<file path="config.mk">
export PLATFORM = sky130hd
export DESIGN_NAME = pw_argmax
export DESIGN_NICKNAME = d
export VERILOG_FILES = /design/src/rtl/pw_argmax_pkg.sv /design/src/rtl/pw_width_meter.sv /design/src/rtl/pw_pair_rank.sv /design/src/rtl/pw_max_tree.sv /design/src/rtl/pw_argmax.sv
export SDC_FILE = /design/constraint.sdc
export NUM_CORES = 1
export LEC_CHECK = 0
export CAP_MARGIN = 20
export CORE_UTILIZATION = 50
export DETAILED_ROUTE_END_ITERATION = 7
export PLACE_DENSITY = 0.67
export SYNTH_ARGS = -nofsm -noshare
export SYNTH_HDL_FRONTEND = slang
export SYNTH_SLANG_ARGS = --single-unit
export TNS_END_PERCENT = 1
</file>
<file path="constraint.sdc">
create_clock -name clk -period 7.7 [get_ports clk]
set_input_delay 2.31 -clock clk [delete_from_list [all_inputs] [get_ports clk]]
set_output_delay 2.31 -clock clk [all_outputs]
set_load 0.02 [all_outputs]
</file>
<file path="src/rtl/pw_argmax_pkg.sv">
// Package: shared types and sizing helpers for the pulse-width argmax.
// Assumes nothing beyond integer parameter values >= 1.
package pw_argmax_pkg;

    // Frame sequencer states.
    typedef enum logic [1:0] {
        ST_IDLE = 2'd0,
        ST_RUN  = 2'd1,
        ST_DONE = 2'd2
    } frame_state_e;

    // Width of a counter able to hold values 0..n-1, never below one bit.
    function automatic int span_bits(input int n);
        int b;
        b = $clog2(n);
        return (b < 1) ? 1 : b;
    endfunction

    // Number of leaves of a balanced binary tree covering n inputs.
    function automatic int tree_leaves(input int n);
        return 1 << $clog2(n);
    endfunction

endpackage

</file>
<file path="src/rtl/pw_width_meter.sv">
// Width meter: times one pulse input from the frame strobe until its first
// low sample, and saturates at FRAME_LEN.
// Assumes pulse_i is synchronous to clk and that sample_i is high only on
// the sample edges of a frame.
module pw_width_meter #(
    parameter int CNT_W     = 8,
    parameter int FRAME_LEN = 200
) (
    input  logic             clk,
    input  logic             rst_n,
    input  logic             restart_i,
    input  logic             sample_i,
    input  logic             pulse_i,
    output logic [CNT_W-1:0] width_o
);

    localparam logic [CNT_W-1:0] SAT_VAL = CNT_W'(FRAME_LEN);

    logic             armed_q;
    logic [CNT_W-1:0] width_q;

    // Count while armed and high; disarm on the first low sample.
    always_ff @(posedge clk) begin
        if (!rst_n) begin
            armed_q <= 1'b0;
            width_q <= '0;
        end else if (restart_i) begin
            armed_q <= 1'b1;
            width_q <= '0;
        end else if (sample_i && armed_q) begin
            if (pulse_i) begin
                if (width_q != SAT_VAL) begin
                    width_q <= width_q + 1'b1;
                end
            end else begin
                armed_q <= 1'b0;
            end
        end
    end

    assign width_o = width_q;

    AST_STOPPED_HOLDS: assert property (@(posedge clk) disable iff (!rst_n)
        (!armed_q && !restart_i) |=> $stable(width_q));

    AST_WIDTH_BOUND: assert property (@(posedge clk) disable iff (!rst_n)
        width_q <= SAT_VAL);

endmodule

</file>
<file path="src/rtl/pw_pair_rank.sv">
// Pairwise rank: one subtractor per input pair gives both comparison
// directions. Each input's comparison results are ANDed into a candidate flag.
// A prefix cascade of inverted lower-index candidates leaves a single bit set.
// Purely combinational; assumes N >= 1.
module pw_pair_rank #(
    parameter int N     = 4,
    parameter int CNT_W = 8
) (
    input  logic [N-1:0][CNT_W-1:0] width_i,
    output logic [N-1:0]            onehot_o
);

    logic [N-1:0] beats [N];   // beats[a][b]: a is at least as wide as b
    logic [N-1:0] cand;
    logic [N:0]   lower_any;

    for (genvar a = 0; a < N; a++) begin : g_row
        for (genvar b = 0; b < N; b++) begin : g_col
            if (b > a) begin : g_pair
                logic [CNT_W:0] diff;
                // One comparator per pair: borrow means a is narrower.
                assign diff        = {1'b0, width_i[a]} - {1'b0, width_i[b]};
                assign beats[a][b] = ~diff[CNT_W];
                assign beats[b][a] = diff[CNT_W] | (diff == '0);
            end else if (b == a) begin : g_self
                assign beats[a][b] = 1'b1;
            end
        end
        // Candidate only if every comparison involving it favours it.
        assign cand[a] = &beats[a];
    end

    // Tie cascade: a candidate is masked by any lower-index candidate.
    assign lower_any[0] = 1'b0;
    for (genvar k = 0; k < N; k++) begin : g_cascade
        assign lower_any[k+1] = lower_any[k] | cand[k];
        assign onehot_o[k]    = cand[k] & ~lower_any[k];
    end

endmodule

</file>
<file path="src/rtl/pw_max_tree.sv">
// Max tree: balanced binary tree of two-input maximum stages, with unused
// leaves padded with zero so every path has log2 depth.
// Purely combinational; assumes N >= 1.
module pw_max_tree #(
    parameter int N     = 4,
    parameter int CNT_W = 8
) (
    input  logic [N-1:0][CNT_W-1:0] width_i,
    output logic [CNT_W-1:0]        max_o
);

    import pw_argmax_pkg::*;

    localparam int LEAVES = tree_leaves(N);
    localparam int NODES  = 2 * LEAVES - 1;

    logic [CNT_W-1:0] node [NODES];

    // Leaves: real inputs first, zero padding after.
    for (genvar k = 0; k < LEAVES; k++) begin : g_leaf
        if (k < N) begin : g_real
            assign node[LEAVES-1+k] = width_i[k];
        end else begin : g_pad
            assign node[LEAVES-1+k] = '0;
        end
    end

    // Internal nodes in heap order: each keeps the larger child.
    for (genvar k = 0; k < LEAVES - 1; k++) begin : g_stage
        assign node[k] = (node[2*k+1] > node[2*k+2]) ? node[2*k+1] : node[2*k+2];
    end

    assign max_o = node[0];

endmodule

</file>
<file path="src/rtl/pw_argmax.sv">
// Pulse-width argmax top: frame sequencer, one width meter per input,
// pairwise rank with tie cascade, balanced max tree and result registers.
// Assumes pulse_in is synchronous to clk, frame_start is a one-cycle strobe,
// FRAME_LEN >= 2 and CNT_W can represent FRAME_LEN.
module pw_argmax #(
    parameter int N_IN      = 4,
    parameter int CNT_W     = 8,
    parameter int FRAME_LEN = 200
) (
    input  logic              clk,
    input  logic              rst_n,
    input  logic              frame_start,
    input  logic [N_IN-1:0]   pulse_in,
    output logic [N_IN-1:0]   onehot_out,
    output logic [CNT_W-1:0]  max_width_out,
    output logic              result_valid
);

    import pw_argmax_pkg::*;

    localparam int              FC_W     = span_bits(FRAME_LEN);
    localparam logic [FC_W-1:0] LAST_CNT = FC_W'(FRAME_LEN - 1);

    frame_state_e                 state_q;
    logic [FC_W-1:0]              frame_cnt_q;
    logic                         sample_en;
    logic [N_IN-1:0][CNT_W-1:0]   widths;
    logic [N_IN-1:0]              win;
    logic [CNT_W-1:0]             tree_max;
    logic [N_IN-1:0]              onehot_q;
    logic [CNT_W-1:0]             maxw_q;
    logic                         valid_q;
    logic                         capture;

    assign sample_en = (state_q == ST_RUN);
    assign capture   = (state_q == ST_DONE) && !frame_start;

    // Frame sequencer: FRAME_LEN sample edges after the strobe, then done.
    always_ff @(posedge clk) begin
        if (!rst_n) begin
            state_q     <= ST_IDLE;
            frame_cnt_q <= '0;
        end else if (frame_start) begin
            state_q     <= ST_RUN;
            frame_cnt_q <= '0;
        end else begin
            case (state_q)
                ST_RUN: begin
                    if (frame_cnt_q == LAST_CNT) begin
                        state_q <= ST_DONE;
                    end else begin
                        frame_cnt_q <= frame_cnt_q + 1'b1;
                    end
                end
                ST_DONE: state_q <= ST_IDLE;
                default: state_q <= ST_IDLE;
            endcase
        end
    end

    // One width meter per pulse input.
    for (genvar i = 0; i < N_IN; i++) begin : g_meter
        pw_width_meter #(
            .CNT_W     (CNT_W),
            .FRAME_LEN (FRAME_LEN)
        ) u_meter (
            .clk       (clk),
            .rst_n     (rst_n),
            .restart_i (frame_start),
            .sample_i  (sample_en),
            .pulse_i   (pulse_in[i]),
            .width_o   (widths[i])
        );
    end

    pw_pair_rank #(
        .N     (N_IN),
        .CNT_W (CNT_W)
    ) u_rank (
        .width_i  (widths),
        .onehot_o (win)
    );

    pw_max_tree #(
        .N     (N_IN),
        .CNT_W (CNT_W)
    ) u_tree (
        .width_i (widths),
        .max_o   (tree_max)
    );

    // Result registers: capture at frame end, clear on strobe, else hold.
    always_ff @(posedge clk) begin
        if (!rst_n) begin
            onehot_q <= '0;
            maxw_q   <= '0;
            valid_q  <= 1'b0;
        end else if (frame_start) begin
            valid_q  <= 1'b0;
        end else if (capture) begin
            onehot_q <= win;
            maxw_q   <= tree_max;
            valid_q  <= 1'b1;
        end
    end

    assign onehot_out    = onehot_q;
    assign max_width_out = maxw_q;
    assign result_valid  = valid_q;

    // Width of the rank winner, used only to cross-check the max tree.
    logic [CNT_W-1:0] sel_width;
    always_comb begin
        sel_width = '0;
        for (int i = 0; i < N_IN; i++) begin
            if (win[i]) sel_width = sel_width | widths[i];
        end
    end

    AST_ONE_WINNER: assert property (@(posedge clk) disable iff (!rst_n)
        valid_q |-> ($countones(onehot_q) == 1));

    AST_WINNER_IS_MAX: assert property (@(posedge clk) disable iff (!rst_n)
        capture |-> (sel_width == tree_max));

    AST_RESULT_HOLD: assert property (@(posedge clk) disable iff (!rst_n)
        (valid_q && !frame_start) |=> (valid_q && $stable(onehot_q) && $stable(maxw_q)));

    AST_STROBE_CLEARS: assert property (@(posedge clk) disable iff (!rst_n)
        frame_start |=> !valid_q);

    AST_NO_EARLY_VALID: assert property (@(posedge clk) disable iff (!rst_n)
        (state_q == ST_RUN) |-> !valid_q);

endmodule

</file>
# Word-level counts from Yosys, hierarchy flattened
# Cells that the tools add are included.
[totals] input_bits=7 reg_bits=59 wordCells=114 out_inout_bits=13
[classes] muxes=18 order_cmp=3 n_eq_ne=12 add_sub_neg=11 n_bitwise=24 reduce_logical=32
[op_table] cell="logical NOT 9 bit" n=6
[op_table] cell="subtractor 8 x 8 -> 9 bit" n=6
[op_table] cell="adder 8 x 1 -> 8 bit, second input constant" n=5
[op_table] cell="!= test 8 bit, second input constant" n=4
[op_table] cell="greater-than comparator 8 bit" n=3
[op_table] cell="two-way mux 8 bit" n=3
[op_table] cell="AND reduction 3 bit" n=8
[op_table] cell="two-way mux 1 bit" n=15
[op_table] cell="NOT 1 bit" n=13
[op_table] cell="AND reduction 2 bit" n=6
[op_table] cell="== test 8 bit, second input constant" n=1
[op_table] cell="!= test 2 bit, second input constant" n=4
[op_table] cell="bitwise OR 1 bit" n=8
[op_table] cell="nonzero test 2 bit" n=4
[op_table] cell="logical AND 1 bit" n=5
[op_table] cell="bitwise AND 1 bit" n=3
[op_table] cell="!= test 3 bit, second input constant" n=1
[op_table] cell="OR reduction 3 bit" n=1
[op_table] cell="== test 2 x 1 -> 1 bit, second input constant" n=1
[op_table] cell="== test 2 bit, second input constant" n=1
[op_table] cell="OR reduction 2 bit" n=1
[op_table] cell="logical NOT 1 bit" n=1

# Logic depth before layout (Yosys ltp)
# Gate-level depths: netlist (run 1).
[depth] ltp_word=8 ltp_mapped=19 depth_no_buf=18

# Hierarchy
# Synthesis (run 1) repeated with hierarchy kept, for this count alone.
[hier_totals] cells_unflattened=738 hier_area_um2=5935.7
[by_module_without_submodules] mod="pw_pair_rank" instances=1 cells_each=310 area_each_um2=2242.2 seq_area_each_um2=0.0
[by_module_without_submodules] mod="pw_width_meter" instances=4 cells_each=52 area_each_um2=460.4 seq_area_each_um2=180.2
[by_module_without_submodules] mod="pw_argmax" instances=1 cells_each=110 area_each_um2=965.9 seq_area_each_um2=460.4
[by_module_without_submodules] mod="pw_max_tree" instances=1 cells_each=110 area_each_um2=885.8 seq_area_each_um2=0.0

# Worst setup path before layout (run 1)
# No wires, ideal clock.
[synth_timing] kind="register to register" start="register g_meter[3].u_meter.width_q[1]" end="register maxw_q[4] (netlist: max_width_out[4])" slack_ps=3769 path_buffers=1 stages_incl_launch_ff=19 t_arrival_ps=3795 synth_period_minus_slack_ps=3931 required_ps=7564 setup_time_ps=136 path_cell_list="dfxtp_1 -> inv_1 -> ha_1 -> nor2b_1 -> o21ba_4 -> o31a_1 -> a21o_1 -> o31ai_4 -> mux2i_1 -> ha_1 -> nor2b_1 -> o21a_1 -> o21a_1 -> o21ai_1 -> a21oi_1 -> o31ai_2 -> buf_2 -> a21o_1 -> o22ai_2"
[synth_via] elab_chain_len=4
[synth_lines] item="start: declaration" line_no="pw_width_meter.sv:20" source="logic [CNT_W-1:0] width_q;"
[synth_lines] item="start signal: assignment" line_no="pw_width_meter.sv:33" source="width_q <= width_q + 1'b1;"
[synth_lines] item="greater-than comparator 8 bit" line_no="pw_max_tree.sv:30" source="assign node[k] = (node[2*k+1] > node[2*k+2]) ? node[2*k+1] : node[2*k+2];"
[synth_lines] item="two-way mux 8 bit (*)" line_no="pw_max_tree.sv:30"
[synth_lines] item="greater-than comparator 8 bit" line_no="pw_max_tree.sv:30"
[synth_lines] item="two-way mux 8 bit (*)" line_no="pw_max_tree.sv:30"
[synth_lines] item="end signal: assignment" line_no="pw_argmax.sv:102" source="maxw_q <= tree_max;"
[synth_lines] item="end: declaration" line_no="pw_argmax.sv:31" source="logic [CNT_W-1:0] maxw_q;"
# Every way passes the cells marked *; elsewhere a longest branch is shown, timed or not.
# A chain may end at the register's enable or synchronous reset.

# Final worst setup path (run 1)
[layout_timing] start="register g_meter[1].u_meter.width_q[1]" end="register maxw_q[0] (netlist: max_width_out[0])"
[layout_via] elab_chain_len=4
[layout_lines] item="start: declaration" line_no="pw_width_meter.sv:20"
[layout_lines] item="start signal: assignment" line_no="pw_width_meter.sv:33"
[layout_lines] item="greater-than comparator 8 bit" line_no="pw_max_tree.sv:30"
[layout_lines] item="two-way mux 8 bit (*)" line_no="pw_max_tree.sv:30"
[layout_lines] item="greater-than comparator 8 bit" line_no="pw_max_tree.sv:30"
[layout_lines] item="two-way mux 8 bit (*)" line_no="pw_max_tree.sv:30"
# Marked as above.

==> out/metrics.yaml, run 1 <==
status:
  status: "completed"
yosys:
  yosysUniqueCellTypes: 73
  syn_avg_cell_area_um2: 8.36
  synth_area_leader_cell: "dfxtp_1"
  synth_adder_area_share_pct: 17.7
  async_flop_share_pct: 0
  synthXorXnorAreaFrac_pct: 8.48
  ys_seq_area_share_pct: 22.4
  synth.area.mux_share_pct: 4.30
  synth_simple_gate_area_share_pct: 21.7
  synthCells: 630
  synth_ff_type: "dfxtp_1"
  synth_top_area_share_pct: 22.4
  syn_nets: 708
  synth_edf_count: 0
  ys_top_cells_by_area: "dfxtp_1 (22%), ha_1 (15%), xnor2_1 (5.5%)"
  yosys_warnings: 0
  ys_ff_latch: 59
  synth_top_family_by_area: "simple AND/OR/NAND/NOR gates"
  synth-compound-area-share_pct: 20.9
  syn-cell-area_um2: 5270
placement:
  placed_cells: 774
  placed_cell_area_um2: 5570
  dp_hpwl_um: 11100
  gp_congestion: 0.962
  io_buffers: 19
sta:
  clock.fmax_mhz: 218
  drv_slew: 0
  finalCriticalPeriod_ns: 4.60
  final-hold-violation-count: 0
  setup_tns_ns: 0
  fin_worst_skew_ns: 0.0110
  slew_headroom_pct: 31.2
  finalCritPeriodShare_pct: 59.7
  rsz0062_at_grt: "no"
  setup_viol: 0
  tightestPinTransition_ns: 1.03
setup_path:
  crit_end: "max_width_out[0]$_SDFFE_PN0P_"
  reg2reg_slack_ns: 3.10
  worstReg2RegStart: "g_meter[1].u_meter.width_o[1]$_SDFFE_PP0P_"
  startpoint_type: "register"
  worst_r2r_path_depth: 17
  critPathMaxFanout: 16
  arrival_ns: 4.84
  timing.critical_path.from: "g_meter[1].u_meter.width_o[1]$_SDFFE_PP0P_"
  worstPathRequired_ns: 7.94
  rr_endpoint: "max_width_out[0]$_SDFFE_PN0P_"
  critPathKind: "register to register"
  critPathCaptureType: "register"
clock_tree:
  clock_latency_ns: 0.34
  clkSinkCount: 59
  cts_resized: 0
  cts_buffers: 9
  cts_tree: "yes"
  htree_levels: 3
  clock_path_buffers: 2
  cts_hold_buf: 0
  post_cts_buffers: 0
  clock_tree.root_cell: "clkbuf_8"
  clk_pin_slew_ns: 0.06
layout:
  nFillCells: 986
  num_antenna_cells: 0
  drive_above_1_share_pct: 7.35
  final_common_cell: "nor2_1"
  mostFrequentLayoutCells: "nor2_1 (70), ha_1 (65), dfxtp_1 (59)"
  area_growth_pct: 9.74
  fin_cells: 789
  seqCellArea_um2: 1180
  fin_area_um2: 5780
  fin_nets: 727
  multi_input_area_um2: 3850
routing:
  ant_nets: 0
  finalWirelength_um: 14300
  first_pass_iters: 5
  vias: 4683
  drc: 0
  detail_route.wl_per_cell_um: 18.1
  vias_per_cell: 5.94
  detailedRoute.firstIterationViolations: 228
power_and_ir_drop:
  seqPwrFrac_pct: 47.1
  internal-power_uw: 511
  swShare_pct: 22.4
  leakage_nw: 2.27
  pwr-share-clk_pct: 45.6
  power_uw: 658
  comb_power_share_pct: 7.3
  power_density_nw_per_um2: 114
  p_sw_uw: 147
  vdd_ir_drop_max_uv: 112
floorplanning:
  start_util_pct: 51.3
  die-area_um2: 10900
  coreArea_um2: 10300
  num_rows: 37
  die_w_um: 105
  io_pins: 20
  dieHeight_um: 105
job:
  drv_cap: 0
global_route:
  grt_overflow: 0
  grt_pass1_vias: 4711
  grt_pass1_wl_um: 23500
  antenna_found_initial: 0
  grt_util_all_layers_pct: 27.5
  grt_max_degree: 42
worst_hold_path:
  hold_path.class: "register to register"
## cells in the mapped netlist (all sizes together) (13+ instances only)
| cell type | n |
|---|---|
| o21ai | 27 |
| nor2 | 70 |
| inv | 44 |
| ha | 65 |
| dfxtp | 59 |
| mux2i | 17 |
| nand4 | 13 |
| xnor2 | 33 |
| o21a | 17 |
| a21oi | 27 |
| nand3 | 23 |
| nor3 | 21 |
| xor2 | 18 |
| nand2 | 40 |
| nor2b | 13 |
## layout make-up
| class | count | share of cell area, % |
|---|---|---|
| multi-input cells | 515 | 66.7 |
| flip-flops and latches | 59 | 20.4 |
| repair buffers | 20 | 3.42 |
| clock buffers | 14 | 3.16 |
| well taps | 136 | 2.94 |
| inverters | 44 | 2.86 |
| clock inverters | 1 | 0.519 |
## layer usage
metal  GRT usage [%]  part of all wire, %
met4            8.65                  2.2
met1            34.5                   45
met2            48.1                   48
met3            4.18                  5.0
met5               0                    0
## power groups by stage
stage / combinational (mW) / clock (mW) / sequential (mW)
after global routing: 0.0525 / 0.319 / 0.310
after floorplan: 0.0340 / 0 / 0.316
final: 0.0482 / 0.300 / 0.310
after CTS: 0.0480 / 0.308 / 0.310
after detailed placement: 0.0476 / 0 / 0.316
after global placement: 0.0472 / 0 / 0.316
## sequential cells by signal (all words and copies together) (netlist names)
name / count
result_valid: 1
g_meter.u_meter.width_o: 32
max_width_out: 8
frame_cnt_q: 8
state_q: 2
onehot_out: 4
g_meter.u_meter.armed_q: 4
## stage by stage
step	util (%)	worst slack (ns)	hold slack (ns)
floorplan	-	3.77	0.479
global placement	54.2	3.20	0.452
detailed placement	54.2	3.12	0.455
CTS	56.2	3.12	0.471
global route	56.2	2.68	0.508
finish	56.2	3.10	0.468
## cell families after synthesis
logic type	after synthesis
flip-flops	59
XOR/XNOR	51
buffers and inverters	56
multiplexers	22
AND/OR/NAND/NOR	229
adder cells (fa/ha/maj)	71
AO/OA/AOI/OAI	142
## worst min path at each step
| stage | startpoint | to | slack [ns] | depth (start not counted) |
|---|---|---|---|---|
| 6_report | onehot_out[2]$_SDFFE_PN0P_ | onehot_out[2]$_SDFFE_PN0P_ | 0.47 | 2 |
| 3_5_place_dp | onehot_out[2]$_SDFFE_PN0P_ | onehot_out[2]$_SDFFE_PN0P_ | 0.45 | 2 |
| 4_1_cts | onehot_out[2]$_SDFFE_PN0P_ | onehot_out[2]$_SDFFE_PN0P_ | 0.47 | 2 |
| 5_1_grt | max_width_out[7]$_SDFFE_PN0P_ | max_width_out[7]$_SDFFE_PN0P_ | 0.51 | 2 |
| 3_3_place_gp | onehot_out[2]$_SDFFE_PN0P_ | onehot_out[2]$_SDFFE_PN0P_ | 0.45 | 2 |
| 2_1_floorplan | frame_cnt_q[1]$_SDFFE_PP0P_ | frame_cnt_q[1]$_SDFFE_PP0P_ | 0.48 | 2 |
## critical path, stage by stage, from the launching register on
cell and delay, ns:
dfxtp_1 0.50, inv_1 0.25, ha_1 0.34, nor2b_1 0.16
o21ai_2 0.09, a21oi_2 0.23, o41ai_4 0.12, a21oi_4 0.33
mux2i_1 0.31, ha_1 0.28, nor2b_1 0.13, o21a_1 0.16
o21a_1 0.16, o21ai_1 0.11, a21oi_1 0.09, o31ai_2 0.85
a211oi_1 0.09, o32ai_1 0.30
Power figures use the tool's default switching activity.
==> run 2: changes to the inputs <==
- clock period: 7.7 -> 4.5 ns (I/O delays scaled with it)
==> out/metrics.yaml, run 2 (synthesis gave the netlist of run 1 again) <==
status:
  status: "completed"
sta:
  fin_worst_skew_ns: 0.00829
  clock.fmax_mhz: 247
  finalCriticalPeriod_ns: 4.05
  rsz0062_at_grt: "no"
  drv_slew: 0
  tightestPinTransition_ns: 0.627
  setup_tns_ns: 0
  slew_headroom_pct: 58.2
  final-hold-violation-count: 0
  finalCritPeriodShare_pct: 90.1
  setup_viol: 0
layout:
  final_core_util_pct: 56.9
  fin_area_um2: 5840
  seqCellArea_um2: 1180
  largest_register_ff_count: 32
  multi_input_area_um2: 3850
  nFillCells: 994
  mostFrequentLayoutCells: "nor2_1 (70), ha_1 (65), dfxtp_1 (59)"
  area_growth_pct: 11.0
  drive_above_1_share_pct: 9.16
  num_antenna_cells: 0
  fin_cells: 802
  fin_nets: 740
  final_common_cell: "nor2_1"
routing:
  drc: 0
  vias_per_cell: 5.94
  first_pass_iters: 5
  ant_nets: 0
  detail_route.wl_per_cell_um: 17.9
  detailedRoute.firstIterationViolations: 266
  finalWirelength_um: 14300
  vias: 4766
job:
  drv_cap: 0
setup_path:
  critPathMaxFanout: 16
  critPathKind: "register to register"
  startpoint_type: "register"
  worst_r2r_path_depth: 18
  rr_endpoint: "max_width_out[0]$_SDFFE_PN0P_"
  arrival_ns: 4.29
  worstPathRequired_ns: 4.74
  reg2reg_slack_ns: 0.45
  critPathCaptureType: "register"
  worstReg2RegStart: "g_meter[3].u_meter.width_o[3]$_SDFFE_PP0P_"
worst_hold_path:
  holdCritStartpoint: "onehot_out[2]$_SDFFE_PN0P_"
  min_to: "onehot_out[2]$_SDFFE_PN0P_"
  hold_path.class: "register to register"
  hold_depth: 2
floorplanning:
  die-area_um2: 10900
  start_util_pct: 51.3
  coreArea_um2: 10300
  dieHeight_um: 105
  die_w_um: 105
  io_pins: 20
  num_rows: 37
power_and_ir_drop:
  p_sw_uw: 255
  comb_power_share_pct: 7.9
  leakage_nw: 2.32
  power_density_nw_per_um2: 181
  pwr-share-clk_pct: 42.0
  swShare_pct: 24.1
  seqPwrFrac_pct: 50.2
  internal-power_uw: 801
  vdd_ir_drop_max_uv: 220
placement:
  placed_cells: 787
  gp_congestion: 0.934
  io_buffers: 19
  placed_cell_area_um2: 5670
  dp_hpwl_um: 11300
clock_tree:
  clkSinkCount: 59
  clk_pin_slew_ns: 0.06
  clock_tree.root_cell: "clkbuf_8"
  cts_tree: "yes"
  cts_buffers: 9
  clock_latency_ns: 0.34
  cts_hold_buf: 0
  htree_levels: 3
  clock_path_buffers: 2
  cts_resized: 0
  post_cts_buffers: 0
global_route:
  antenna_found_initial: 0
  grt_pass1_vias: 4672
  grt_util_all_layers_pct: 27.3
  grt_max_degree: 42
  grt_pass1_wl_um: 23400
  grt_overflow: 0
==> run 2: metrics by stage <==
step	setup slack, ns	power [mW]	hold WS [ns]
after floorplan	0.569	0.599	0.479
after global placement	0.580	0.622	0.451
after detailed placement	0.494	0.624	0.454
after CTS	0.475	1.07	0.467
after global routing	0.142	1.10	0.475
final	0.448	1.06	0.464
==> run 2: metal layers <==
layer | track usage, % | vias up | wire (um)
met5 | 0 | - | 0
li1 | - | 2327 | -
met1 | 35.7 | 2250 | 6450
met4 | 11.0 | 0 | 448
met3 | 4.68 | 39 | 890
met2 | 44.5 | 150 | 6550
==> run 2: how the worst max path moves through the flow <==
stage | depth (start not counted) | start | end
after floorplan | 18 | g_meter[3].u_meter.width_o[1]$_SDFFE_PP0P_ | max_width_out[4]$_SDFFE_PN0P_
after global placement | 18 | g_meter[3].u_meter.width_o[3]$_SDFFE_PP0P_ | max_width_out[0]$_SDFFE_PN0P_
after detailed placement | 18 | g_meter[3].u_meter.width_o[3]$_SDFFE_PP0P_ | max_width_out[0]$_SDFFE_PN0P_
after CTS | 18 | g_meter[3].u_meter.width_o[3]$_SDFFE_PP0P_ | max_width_out[0]$_SDFFE_PN0P_
after global routing | 18 | g_meter[3].u_meter.width_o[3]$_SDFFE_PP0P_ | max_width_out[0]$_SDFFE_PN0P_
final | 18 | g_meter[3].u_meter.width_o[3]$_SDFFE_PP0P_ | max_width_out[0]$_SDFFE_PN0P_
==> run 2: layout make-up <==
class | instances | share of cell area (%)
clock buffers | 13 | 2.89
clock inverters | 2 | 0.171
multi-input cells | 515 | 65.9
well taps | 136 | 2.91
inverters | 44 | 2.83
flip-flops and latches | 59 | 20.2
repair buffers | 33 | 5.05
==> run 2: power by group through the flow <==
stage | sequential [mW] | combinational, mW | clock, mW
3_3_place_gp | 0.541 | 0.0806 | 0
4_1_cts | 0.530 | 0.0826 | 0.455
2_1_floorplan | 0.541 | 0.0581 | 0
5_1_grt | 0.530 | 0.0911 | 0.476
3_5_place_dp | 0.542 | 0.0820 | 0
6_report | 0.530 | 0.0831 | 0.443
==> run 2: worst max-delay path: stages (launching register included) <==
cell	delay, ns
dfxtp_1	0.41
inv_1	0.14
ha_1	0.40
nand3_2	0.15
o21ba_4	0.17
o31a_1	0.30
a21o_1	0.21
o31ai_4	0.15
mux2i_1	0.32
ha_1	0.28
nor2b_1	0.13
o21a_1	0.16
o21a_1	0.16
o21ai_1	0.11
a21oi_1	0.08
o31ai_2	0.22
buf_4	0.24
a211oi_1	0.06
o32ai_1	0.27
